`config.mk`:
```
export PLATFORM = sky130hd
export DESIGN_NAME = irq_pin_cond
export DESIGN_NICKNAME = d
export VERILOG_FILES = /design/src/rtl/irqc_pkg.sv /design/src/rtl/irqc_change_det.sv /design/src/rtl/irqc_pending.sv /design/src/rtl/irqc_run_ctl.sv /design/src/rtl/irq_pin_cond.sv
export SDC_FILE = /design/constraint.sdc
export NUM_CORES = 1
export LEC_CHECK = 0
export BUFFER_PORTS_ARGS = -buffer_cell sky130_fd_sc_hd__buf_2
export CAP_MARGIN = 20
export CORE_MARGIN = 8
export CORE_UTILIZATION = 36
export DETAILED_ROUTE_END_ITERATION = 8
export PLACE_DENSITY_LB_ADDON = 0.15
export SLEW_MARGIN = 20
export SYNTH_ARGS = -nofsm -noshare
export SYNTH_HDL_FRONTEND = slang
export SYNTH_SLANG_ARGS = --single-unit
export TNS_END_PERCENT = 1
```
`constraint.sdc`:
```
create_clock -name clk -period 1.2 [get_ports clk]
set_input_delay 0.24 -clock clk [delete_from_list [all_inputs] [get_ports clk]]
set_output_delay 0.24 -clock clk [all_outputs]
set_load 0.1 [all_outputs]
```
`src/rtl/irqc_pkg.sv`:
```
package irqc_pkg;
  localparam int NUM_PINS = 6;
  localparam int PEND_W   = 4;

  // pin indices
  localparam int PIN_EXT   = 0;
  localparam int PIN_SMI   = 1;
  localparam int PIN_MCK   = 2;
  localparam int PIN_STOP  = 3;
  localparam int PIN_HRST  = 4;
  localparam int PIN_SRST  = 5;

  // pending vector bit positions
  localparam int PB_EXT = 0;
  localparam int PB_SMI = 1;
  localparam int PB_MCK = 2;
  localparam int PB_RST = 3;

  typedef logic [NUM_PINS-1:0] pin_vec_t;
  typedef logic [PEND_W-1:0]   pend_vec_t;
endpackage

```
`src/rtl/irqc_change_det.sv`:
```
module irqc_change_det
  import irqc_pkg::*;
#(
  parameter int IDX_W = 3
) (
  input  logic             clk,
  input  logic             rst,
  input  logic             ev_valid,
  input  logic [IDX_W-1:0] ev_idx,
  input  logic             ev_level,
  output pin_vec_t         chg,
  output pin_vec_t         state_q
);
  // one change detector and stored level per known pin
  for (genvar i = 0; i < NUM_PINS; i++) begin : g_pin
    assign chg[i] = ev_valid && (ev_idx == IDX_W'(i)) && (ev_level != state_q[i]);

    always_ff @(posedge clk) begin
      if (rst)         state_q[i] <= 1'b0;
      else if (chg[i]) state_q[i] <= ev_level;
    end
  end
endmodule

```
`src/rtl/irqc_pending.sv`:
```
module irqc_pending
  import irqc_pkg::*;
(
  input  logic      clk,
  input  logic      rst,
  input  pin_vec_t  chg,
  input  logic      ev_level,
  input  pend_vec_t clr_mask,
  output pend_vec_t pend_q,
  output logic      irq_q
);
  pend_vec_t pend_d;

  always_comb begin
    pend_d = pend_q;
    if (chg[PIN_EXT])  pend_d[PB_EXT] = ev_level;
    if (chg[PIN_SMI])  pend_d[PB_SMI] = ev_level;
    if (chg[PIN_SRST]) pend_d[PB_RST] = ev_level;
    // sticky: a new falling edge wins over a clear in the same cycle
    if (chg[PIN_MCK] && !ev_level)  pend_d[PB_MCK] = 1'b1;
    else if (clr_mask[PB_MCK])      pend_d[PB_MCK] = 1'b0;
  end

  always_ff @(posedge clk) begin
    if (rst) begin
      pend_q <= '0;
      irq_q  <= 1'b0;
    end else begin
      pend_q <= pend_d;
      irq_q  <= |pend_d;
    end
  end
endmodule

```
`src/rtl/irqc_run_ctl.sv`:
```
module irqc_run_ctl
  import irqc_pkg::*;
(
  input  logic     clk,
  input  logic     rst,
  input  pin_vec_t chg,
  input  logic     ev_level,
  output logic     halt_q,
  output logic     hrst_q
);
  always_ff @(posedge clk) begin
    if (rst) begin
      halt_q <= 1'b0;
      hrst_q <= 1'b0;
    end else begin
      if (chg[PIN_STOP]) halt_q <= ev_level;
      hrst_q <= chg[PIN_HRST] && ev_level;
    end
  end
endmodule

```
`src/rtl/irq_pin_cond.sv`:
```
module irq_pin_cond
  import irqc_pkg::*;
#(
  parameter int IDX_W = 3
) (
  input  logic             clk,
  input  logic             rst,
  input  logic             ev_valid,
  input  logic [IDX_W-1:0] ev_idx,
  input  logic             ev_level,
  input  logic [3:0]       clr_mask,
  output logic [3:0]       pend_vec,
  output logic             irq_req,
  output logic             halt,
  output logic             hreset_pulse,
  output logic [5:0]       pin_state
);
  pin_vec_t chg;

  irqc_change_det #(.IDX_W(IDX_W)) u_det (
    .clk(clk), .rst(rst), .ev_valid(ev_valid), .ev_idx(ev_idx),
    .ev_level(ev_level), .chg(chg), .state_q(pin_state)
  );

  irqc_pending u_pend (
    .clk(clk), .rst(rst), .chg(chg), .ev_level(ev_level),
    .clr_mask(clr_mask), .pend_q(pend_vec), .irq_q(irq_req)
  );

  irqc_run_ctl u_run (
    .clk(clk), .rst(rst), .chg(chg), .ev_level(ev_level),
    .halt_q(halt), .hrst_q(hreset_pulse)
  );
endmodule

```
# Word level (Yosys, flattened, before mapping)
# Index checks and enable logic that the tools add are counted.
[op_classes]
eq_ne = 11
mux = 5
n_reduce_logical = 17
[ops]
columns = ["op", "count"]
rows = [
  ["$logic_and 1x1->1", 14],
  ["$eq 3x2->1 const B", 2],
  ["$eq 3x3->1 const B", 2],
  ["$ne 1x1->1", 6],
  ["$mux 1", 5],
  ["$reduce_or 4->1", 1],
  ["$eq 3x1->1 const B", 1],
  ["$logic_not 3->1", 1],
  ["$logic_not 1->1", 1],
]
[word_totals]
ff_bits = 12
input_bits = 11
output_inout_bits = 13
wordCells = 42

# Depth between registers and ports, before layout
# Gate-level depths: netlist of the first run.
[depth]
word_depth = 6
mapped_depth = 4
mapped_depth_nobuf = 4

# Hierarchy
# Synthesis of the first run repeated with hierarchy kept, for this count alone.
[hier_totals]
cells_unflattened = 64
hier_area_um2 = 643.1
[modules_own_cells]
columns = ["mod", "instances", "cells_each", "area_per_inst_um2", "seq_area_each_um2"]
rows = [
  ["irqc_change_det", 1, 38, 384.1, 120.1],
  ["irqc_pending", 1, 20, 197.7, 100.1],
  ["irqc_run_ctl", 1, 6, 61.3, 40.0],
]

# Least setup slack after synthesis of the first run
# OpenSTA, ideal clock, no wires.
[synth_path]
kind = "flip-flop to flip-flop"
start = "reg u_det.state_q[0]"
end = "reg u_pend.irq_q"
setup_time_ns = 0.138
arrival_time_ns = 1.488
t_required_ns = 1.062
slack_ns = -0.425
stages_incl_launch_ff = 4
n_path_buf = 0
period_less_slack_ns = 1.625
path_cell_list = "dfxtp_1 and2b_1 o22ai_2 a41oi_2"
[synth_via]
elab_chain_len = 4
[synth_lines]
columns = ["item", "line_no", "rtl"]
rows = [
  ["start, declared", "irqc_change_det.sv:12", "output pin_vec_t state_q"],
  ["start signal, assigned by index", "irqc_change_det.sv:20", "else if (chg[i]) state_q[i] <= ev_level;"],
  ["$ne 1x1->1", "irqc_change_det.sv:16", "assign chg[i] = ev_valid && (ev_idx == IDX_W'(i)) && (ev_level != state_q[i]);"],
  ["$logic_and 1x1->1", "irqc_change_det.sv:16", ""],
  ["$mux 1", "irqc_pending.sv:16", "if (chg[PIN_EXT]) pend_d[PB_EXT] = ev_level;"],
  ["$reduce_or 4->1", "irqc_pending.sv:30", "irq_q <= |pend_d;"],
  ["end signal, assigned", "irqc_pending.sv:30", ""],
  ["end, declared", "irqc_pending.sv:10", "output logic irq_q"],
]
# No other way between the ends.
# A chain may end at the register's enable or synchronous reset.

# Worst setup path after layout of the first run
[layout_path]
start = "reg u_det.state_q[4]"
end = "out pin_state[4]"
[layout_rtl]
columns = ["item", "line_no", "rtl"]
rows = [
  ["end, declared", "irq_pin_cond.sv:16", "output logic [5:0] pin_state"],
]
# No word-level cell between the ends.

==> results of run 1 <==
## per-layer routing
layer | track usage | part of all wire | vias up
met5 | 0 | 0 | -
met4 | 0.0615 | 0.0063 | 0
met3 | 0.0326 | 0.085 | 2
met2 | 0.145 | 0.47 | 16
met1 | 0.110 | 0.44 | 221
li1 | - | - | 243
## path summary, 6_finish.rpt
kind	startpoint	endpoint	slack [ns]	cells past startpoint
setup / recovery	u_det.state_q[4]	pin_state[4]	0.09	1
hold / removal	rst	u_det.state_q[4]	0.28	2
hold reg to reg	u_det.state_q[4]	u_run.hrst_q	0.52	1
setup reg to reg	u_det.state_q[5]	u_pend.irq_q	0.19	4
## through the flow
step | utilization | setup slack, ns | total power (W) | cell area, um^2 | std cells
3_5_place_dp | 0.607 | -0.107 | 0.000592 | 882 | 91
6_report | 0.632 | 0.0863 | 0.000897 | 918 | 95
2_1_floorplan | - | -0.0701 | 0.000517 | 556 | 54
4_1_cts | 0.632 | 0.0742 | 0.000909 | 918 | 95
3_3_place_gp | 0.607 | -0.0840 | 0.000590 | 882 | 91
5_1_grt | 0.632 | 0.0516 | 0.000940 | 918 | 95
## cell families after synthesis
kind of cell	after synthesis	share of synthesized area
buf+inv	6	0.0487
flops	12	0.445
compound gates	11	0.165
mux	4	0.0742
simple gates	21	0.267
## placed cells by master, fill, tap and decap left out
master,Yosys,final
nor2_1,13,13
buf_12,0,13
buf_2,0,7
dfxtp_2,0,7
mux2i_1,4,4
inv_1,4,4
clkbuf_4,0,3
buf_4,1,3
dfxtp_1,12,3
nand4b_1,2,2
o21ai_1,2,2
a21boi_1,2,2
a21oi_1,2,2
dfxtp_4,0,2
nor4b_4,1,1
o2bb2ai_1,1,1
and4bb_4,1,1
a21o_1,1,1
and4bb_2,1,1
a32oi_1,1,1
and2b_1,1,1
o22ai_2,1,1
a41oi_2,1,1
nand4bb_1,1,1
nor4_1,1,1
clkbuf_8,0,1
## flip-flops by register name, summed over array words and instances, names as in the netlist
name / cells
u_det.state_q: 6
u_pend.irq_q: 1
u_pend.pend_q: 4
u_run.hrst_q: 1
## power groups by stage
stage / Sequential, W / Combinational [W] / Clock [W]
floorplan: 0.000475 / 0.0000418 / 0
global placement: 0.000422 / 0.000168 / 0
detailed placement: 0.000422 / 0.000169 / 0
CTS: 0.000413 / 0.000170 / 0.000326
global route: 0.000414 / 0.000177 / 0.000348
finish: 0.000413 / 0.000168 / 0.000316
## cell type report
type | count | share of cell area
Clock buffer | 4 | 0.0395
Inverter | 4 | 0.0163
Multi-Input combinational cell | 36 | 0.297
Sequential cell | 12 | 0.279
Tap cell | 16 | 0.0218
Timing Repair Buffer | 23 | 0.346
==> results by stage, run 1 <==
Floorplan:
- The total number of placement rows is 14.
- The die is 54.7 um wide.
- The height of the die is 54.7 um.
- In this run the count of I/O pins placed on the die edge is 24.
- The die footprint is 0.00299 mm^2.
- For this configuration, the core starts out at a cell density of 0.371.
- The floorplan step defined a core boundary enclosing 0.00145 mm^2.

Logic synthesis:
- After synthesis, the most frequently instantiated cells are nor2_1 (13), dfxtp_1 (12), inv_1 (4), mux2i_1 (4).
- The number of register bits inferred by synthesis is 12.
- The number of synthesized flops with an enable pin is 0.
- In this run the cell area of the synthesized design comes to 539 um^2.
- The mean instance size in the synthesized netlist is 9.99 um^2.
- In the synthesized netlist the dominant register cell turns out to be dfxtp_1.
- The share of the synthesized area in the top cell type is 0.445.
- When the netlist entered floorplanning its net count stood at 65.
- Yosys attributes the largest share of cell area to dfxtp_1 (45%), nor2_1 (9.0%), mux2i_1 (7.4%), nor4b_4 (4.4%), nand4b_1 (3.2%).
- The cell with the most instances after synthesis is nor2_1.
- The cell count after synthesis came out at 54.
- The async set-or-reset flop fraction in the synthesized netlist is 0.
- The number of warnings printed during yosys synthesis is 0.
- Of all cell types, the one taking the most synthesized area is dfxtp_1.
- Counting distinct cell types in the post-synthesis netlist gives 21.
- The share of the Yosys chip area taken by registers is 0.445.

Drt:
- The vias per cell is 5.07.
- The total iterations of the first detailed-routing run is 4.
- The total wirelength of the detailed-routed design is 1.26 mm.
- For this run, design rule violations remaining after detail routing come to 0.
- Once detail routing completed, the nets flagged for antenna violations numbered 0.
- The count of vias placed by the detailed router is 482.
- After detailed routing, the average wire length per cell comes to 13.3 um.
- The detailed router's first-iteration violation count is 4.

STA:
- The clock tree skew after final layout is 0.00368 ns.
- The final-layout setup total negative slack is 0 ns.
- Setup repair after global routing left no endpoint under its margin.
- Timing would allow up to 898 MHz.
- In this run the tightest slew margin relative to its limit is 0.827.
- The final-layout worst hold slack is 0.283 ns.
- The number of hold-slack violations in the final timing report is 0.
- The smallest clock period supported by the final layout is computed as 1.11 ns.
- The number of slew-limit violations in the final report is 0.
- Setup violations remaining at the end of the flow were counted as 0.
- The measured slew at the worst slew-check pin is 0.259 ns.
- In the finished design, the share of the clock period the worst path needs comes to 0.928.

Critical path:
- The worst setup path is captured at an output port.
- For the worst setup path, the data arrival time is 0.87 ns.
- On the critical path, the stage with the largest delay is an instance of dfxtp_1.
- STA classifies the critical path startpoint as a register.
- At the worst endpoint, the required time is 0.96 ns.
- Walking the worst path, the cells encountered are buf_12.
- The maximum fanout along the worst path is 3.
- Grouping stages by cell kind, the critical path spends the most delay in flip-flops.
- The critical path in this run is classified as register to output port.
- The number of buffer and inverter instances along the worst setup path is 1.
- The maximum single-stage delay on the critical path is 0.40 ns.

Job:
- The count of max-cap constraint violations is 0.

CTS:
- Clock-pin slew was measured on the worst setup and hold paths at 0.07 ns.
- Buffers added to address setup during post-CTS repair amount to 0.
- The number of buffers between clock root and the deepest sink is 2.
- The total of cells resized after clock tree synthesis is 0.
- The source-to-sink clock delay at the later pin of the worst-skew pair is 0.27 ns.
- The master cell of the clock root buffer is clkbuf_4.
- The total number of clock tree sinks is 12.
- CTS built an H-tree with a depth of 1.
- The number of buffers added to fix hold violations after cts is 0.
- TritonCTS built the clock tree.
- The number of clock buffers added by TritonCTS is 3.

Power:
- Summed over all nets, the switching power comes to 0.000246 W.
- The switching share of total power is 0.274.
- The power density over the cells is 977 mW/mm^2.
- The static leakage is 0.386 nW.
- The power share of the clock group is 0.352.
- The portion of total power attributed to combinational logic is 0.187.
- The part of the total power dissipated in sequential elements is 0.460.
- Internal power comes to 0.000652 W.
- The worst-case IR drop observed on VDD is 0.777 mV.

Layout:
- The share of cells above drive strength 1 is 0.519.
- The final-stage net count is 91.
- The sequential cell area is 256 um^2.
- The area growth from synthesis to layout is 70.3%.
- In the final layout, the multi-input gates occupy 273 um^2.
- The count of antenna diodes in the layout is 0.
- The count of filler cells inserted in the layout is 125.

GRT:
- The global-route wire length before repair is 2.09 mm.
- Global routing finished with a remaining overflow of 0.
- The via count of the first global-routing pass was 478.
- The largest net degree at the start of global routing is 13.
- In the global route stage, overall resource usage came out at 0.0951.
- The initial antenna violation count is 0.

Status:
- The flow ran to the end, and the final reports show no timing, DRC or antenna violations.

Min path:
- The tightest min-delay check is of the input port to register type.

Placed design:
- Detailed placement finished with a half-perimeter wire length of 1.00 mm.
- The weighted congestion reported at the end of routability-driven placement is 0.668.
- The count of buffers from port buffering is 20.
No activity file was read; power rests on OpenSTA's default activity.
==> run 2: changes to the inputs <==
- CELL_PAD_IN_SITES_DETAIL_PLACEMENT: not set -> 1
- CELL_PAD_IN_SITES_GLOBAL_PLACEMENT: not set -> 2
- CORE_UTILIZATION: 36 -> 25
- SLEW_MARGIN: 20 -> 10
==> run 2 against run 1 <==
  * Critical path depth unchanged
  * Utilization down 19 points
  * Die area up 30%
  * Hold slack better by 0.026 ns
  * Largest cell class unchanged
==> results by stage, run 2 (same netlist as run 1, synthesis figures left out) <==
STA:
- The measured slew at the worst slew-check pin is 0.293 ns (+0.0340 ns).
- The clock tree skew after final layout is 0.00462 ns (+0.000934 ns).
- The worst max-slew margin expressed relative to the limit is 0.805 (-0.0219).
- The number of hold-slack violations in the final timing report came to 0 (unchanged).
- The final-layout worst hold slack is 0.309 ns (+0.0262 ns).
- Setup repair after global routing left no endpoint under its margin.
- The number of slew-limit violations in the final report is 0 (unchanged).
- The final-layout setup total negative slack is 0 ns (unchanged).
- The final worst-path setup slack came to 0.0840 ns (-0.00226 ns).
- The final critical-path required period was 1.12 ns (+0.00226 ns).
- The number of setup violations in the final report is 0 (unchanged).
- The highest clock frequency the design can meet came to 896 MHz (-0.20%).
- The portion of the clock cycle consumed by the worst path in the final layout was 0.930 (+0.00188).

Placed design:
- The count of buffers from port buffering came to 20 (unchanged).
- The weighted congestion reported at the end of routability-driven placement is 0.718 (+7.5%).
- The HPWL after detailed placement was 1.17 mm (+16%).
- The worst slack at placement is -0.155 ns (-0.0487 ns).

CTS:
- The total number of clock tree sinks is 12 (unchanged).
- The clock transition time at the flip-flop clock pins of the worst setup and hold paths was 0.07 ns (about the same).
- The tree is rooted in a clkbuf_4.
- The number of buffers added to fix hold violations after cts is 0 (unchanged).
- The number of buffers between clock root and the deepest sink was 2 (unchanged).
- The number of buffers added by the clock tree synthesis step is 3 (unchanged).
- The total setup buffers inserted after CTS came to 0 (unchanged).
- The clock tree from TritonCTS is done.
- The maximum level of the CTS H-tree came to 1 (unchanged).
- The total of cells resized after clock tree synthesis is 0 (unchanged).
- The source-to-sink clock delay at the later pin of the worst-skew pair is 0.27 ns (about the same).

Drt:
- The total iterations of the first detailed-routing run is 3 (-1).
- The detailed router's first-iteration violation count is 2 (-2).
- The residual antenna-violating net count after detailed routing is 0 (unchanged).
- The number of design rule violations left after detail routing came to 0 (unchanged).
- The total wirelength of the detailed-routed design is 1.47 mm (+17%).
- The average detailed-routed wire length per instance is 13.6 um (+2.5%).
- The count of vias placed by the detailed router came to 500 (+3.7%).
- The vias per cell is 4.63 (-8.8%).

Critical path:
- The critical path is of the register to output port type.
- The setup slack of the most critical reg-to-reg path is 0.18 ns (about the same).
- The required time of the critical path was 0.96 ns (about the same).
- The data arrival time of the critical path is 0.88 ns (about the same).
- The depth of the worst register-to-register path is 4 (unchanged).
- The number of buffer and inverter instances along the worst setup path was 1 (unchanged).
- The number of cells on the critical path was 1 (unchanged).
- The signal on the critical path passes through buf_12.
- The maximum single-stage delay on the critical path came to 0.41 ns (about the same).
- The maximum fanout along the worst path is 3 (unchanged).
- In this run the critical register-to-register path is launched from u_det.state_q[5].
- The worst register-to-register path ends at u_pend.irq_q.
- The family of cells with the greatest summed delay on the critical path is flip-flops.
- The last element of the critical path is pin_state[4].
- The sort of element at the start of the critical path is a register.
- Tracing the worst setup path back leads to its startpoint at u_det.state_q[4].
- The type of element capturing the critical path is an output port.
- The slowest stage of the critical path is the dfxtp_1 cell.

Min path:
- The tightest min-delay check is of the input port to register type.
- The hold path startpoint is rst.

Layout:
- The register name with the most flops is u_det.state_q.
- The share of cells above drive strength 1 came to 0.513 (-0.00649).
- The final-stage net count is 92 (+1.1%).
- The total area of multi-input combinational cells is 273 um^2 (unchanged).
- In the final layout, the registers with the most flip-flops are u_det.state_q (6), u_pend.pend_q (4).
- The count of antenna diodes in the layout came to 0 (unchanged).
- In the layout the commonest cells are nor2_1 (13), buf_12 (13), buf_2 (7), dfxtp_2 (7).
- From synthesis to final layout, the design area changed by 72.6%.
- The sequential cell area is 256 um^2 (unchanged).
- The flip-flop count of the largest register, all copies and words added is 6 (unchanged).
- The count of filler cells inserted in the layout was 241 (+93%).

GRT:
- The largest net degree at the start of global routing is 13 (unchanged).
- The global-route wire length before repair came to 2.45 mm (+17%).
- The initial antenna violation count was 0 (unchanged).
- The global-route usage over all layers was 0.0765 (-0.0186).
- The remaining global-route overflow is 0 (unchanged).
- The via count of the first global-routing pass is 526 (+10%).

Floorplan:
- The height of the die was 62.4 um (+14%).
- The horizontal die dimension is 62.4 um (+14%).
- The total number of placement rows is 17 (+3).
- The die footprint is 0.00390 mm^2 (+30%).
- The core area is 0.00213 mm^2 (+46%).
- The effective utilization at floorplan was 0.254 (-0.117).
- The number of primary I/O pins is 24 (unchanged).

Power:
- The peak supply drop is 0.457 mV (-41%).
- The power density over the cells is 893 mW/mm^2 (-8.6%).
- The static leakage came to 0.385 nW (-0.21%).

Job:
- The count of max-cap constraint violations is 0 (unchanged).

Status:
- The flow ran to the end, and the final reports show no timing, DRC or antenna violations.
## run 2: per-stage QoR
stage | instance area (um^2) | cells | total power, W | utilization
6_report | 931 | 108 | 0.000831 | 0.438
5_1_grt | 931 | 108 | 0.000883 | 0.438
4_1_cts | 931 | 108 | 0.000854 | 0.438
3_5_place_dp | 905 | 104 | 0.000597 | 0.425
3_3_place_gp | 905 | 104 | 0.000596 | 0.425
2_1_floorplan | 556 | 54 | 0.000517 | -
## run 2: layout make-up
| class | instances | share of cell area |
|---|---|---|
| clock buffer | 3 | 0.0242 |
| clock inverter | 1 | 0.00403 |
| inverter | 4 | 0.0161 |
| multi-input combinational | 36 | 0.293 |
| sequential | 12 | 0.276 |
| tap | 28 | 0.0376 |
| timing repair buffer | 24 | 0.349 |
## run 2: power by group
group	internal (W)	total (W)	switching, W
clock	0.000120	0.000244	0.000124
combinational	0.0000664	0.000174	0.000107
sequential	0.000403	0.000413	0.0000101
total	0.000590	0.000831	0.000242
## run 2: layer usage
layer	up-vias	share of wire	track usage
met5	-	0	0
met4	0	0.011	0.0171
met2	11	0.51	0.133
li1	245	-	-
met3	2	0.045	0.0376
met1	242	0.44	0.0808
## run 2: worst min-delay path by stage
stage	end	cells after the start	slack, ns
6_report	u_det.state_q[0]	2	0.31
5_1_grt	u_pend.pend_q[0]	2	0.30
4_1_cts	u_pend.pend_q[0]	2	0.30
3_5_place_dp	u_run.hrst_q	1	0.53
3_3_place_gp	u_det.state_q[0]	2	0.52
2_1_floorplan	u_pend.irq_q	1	0.30
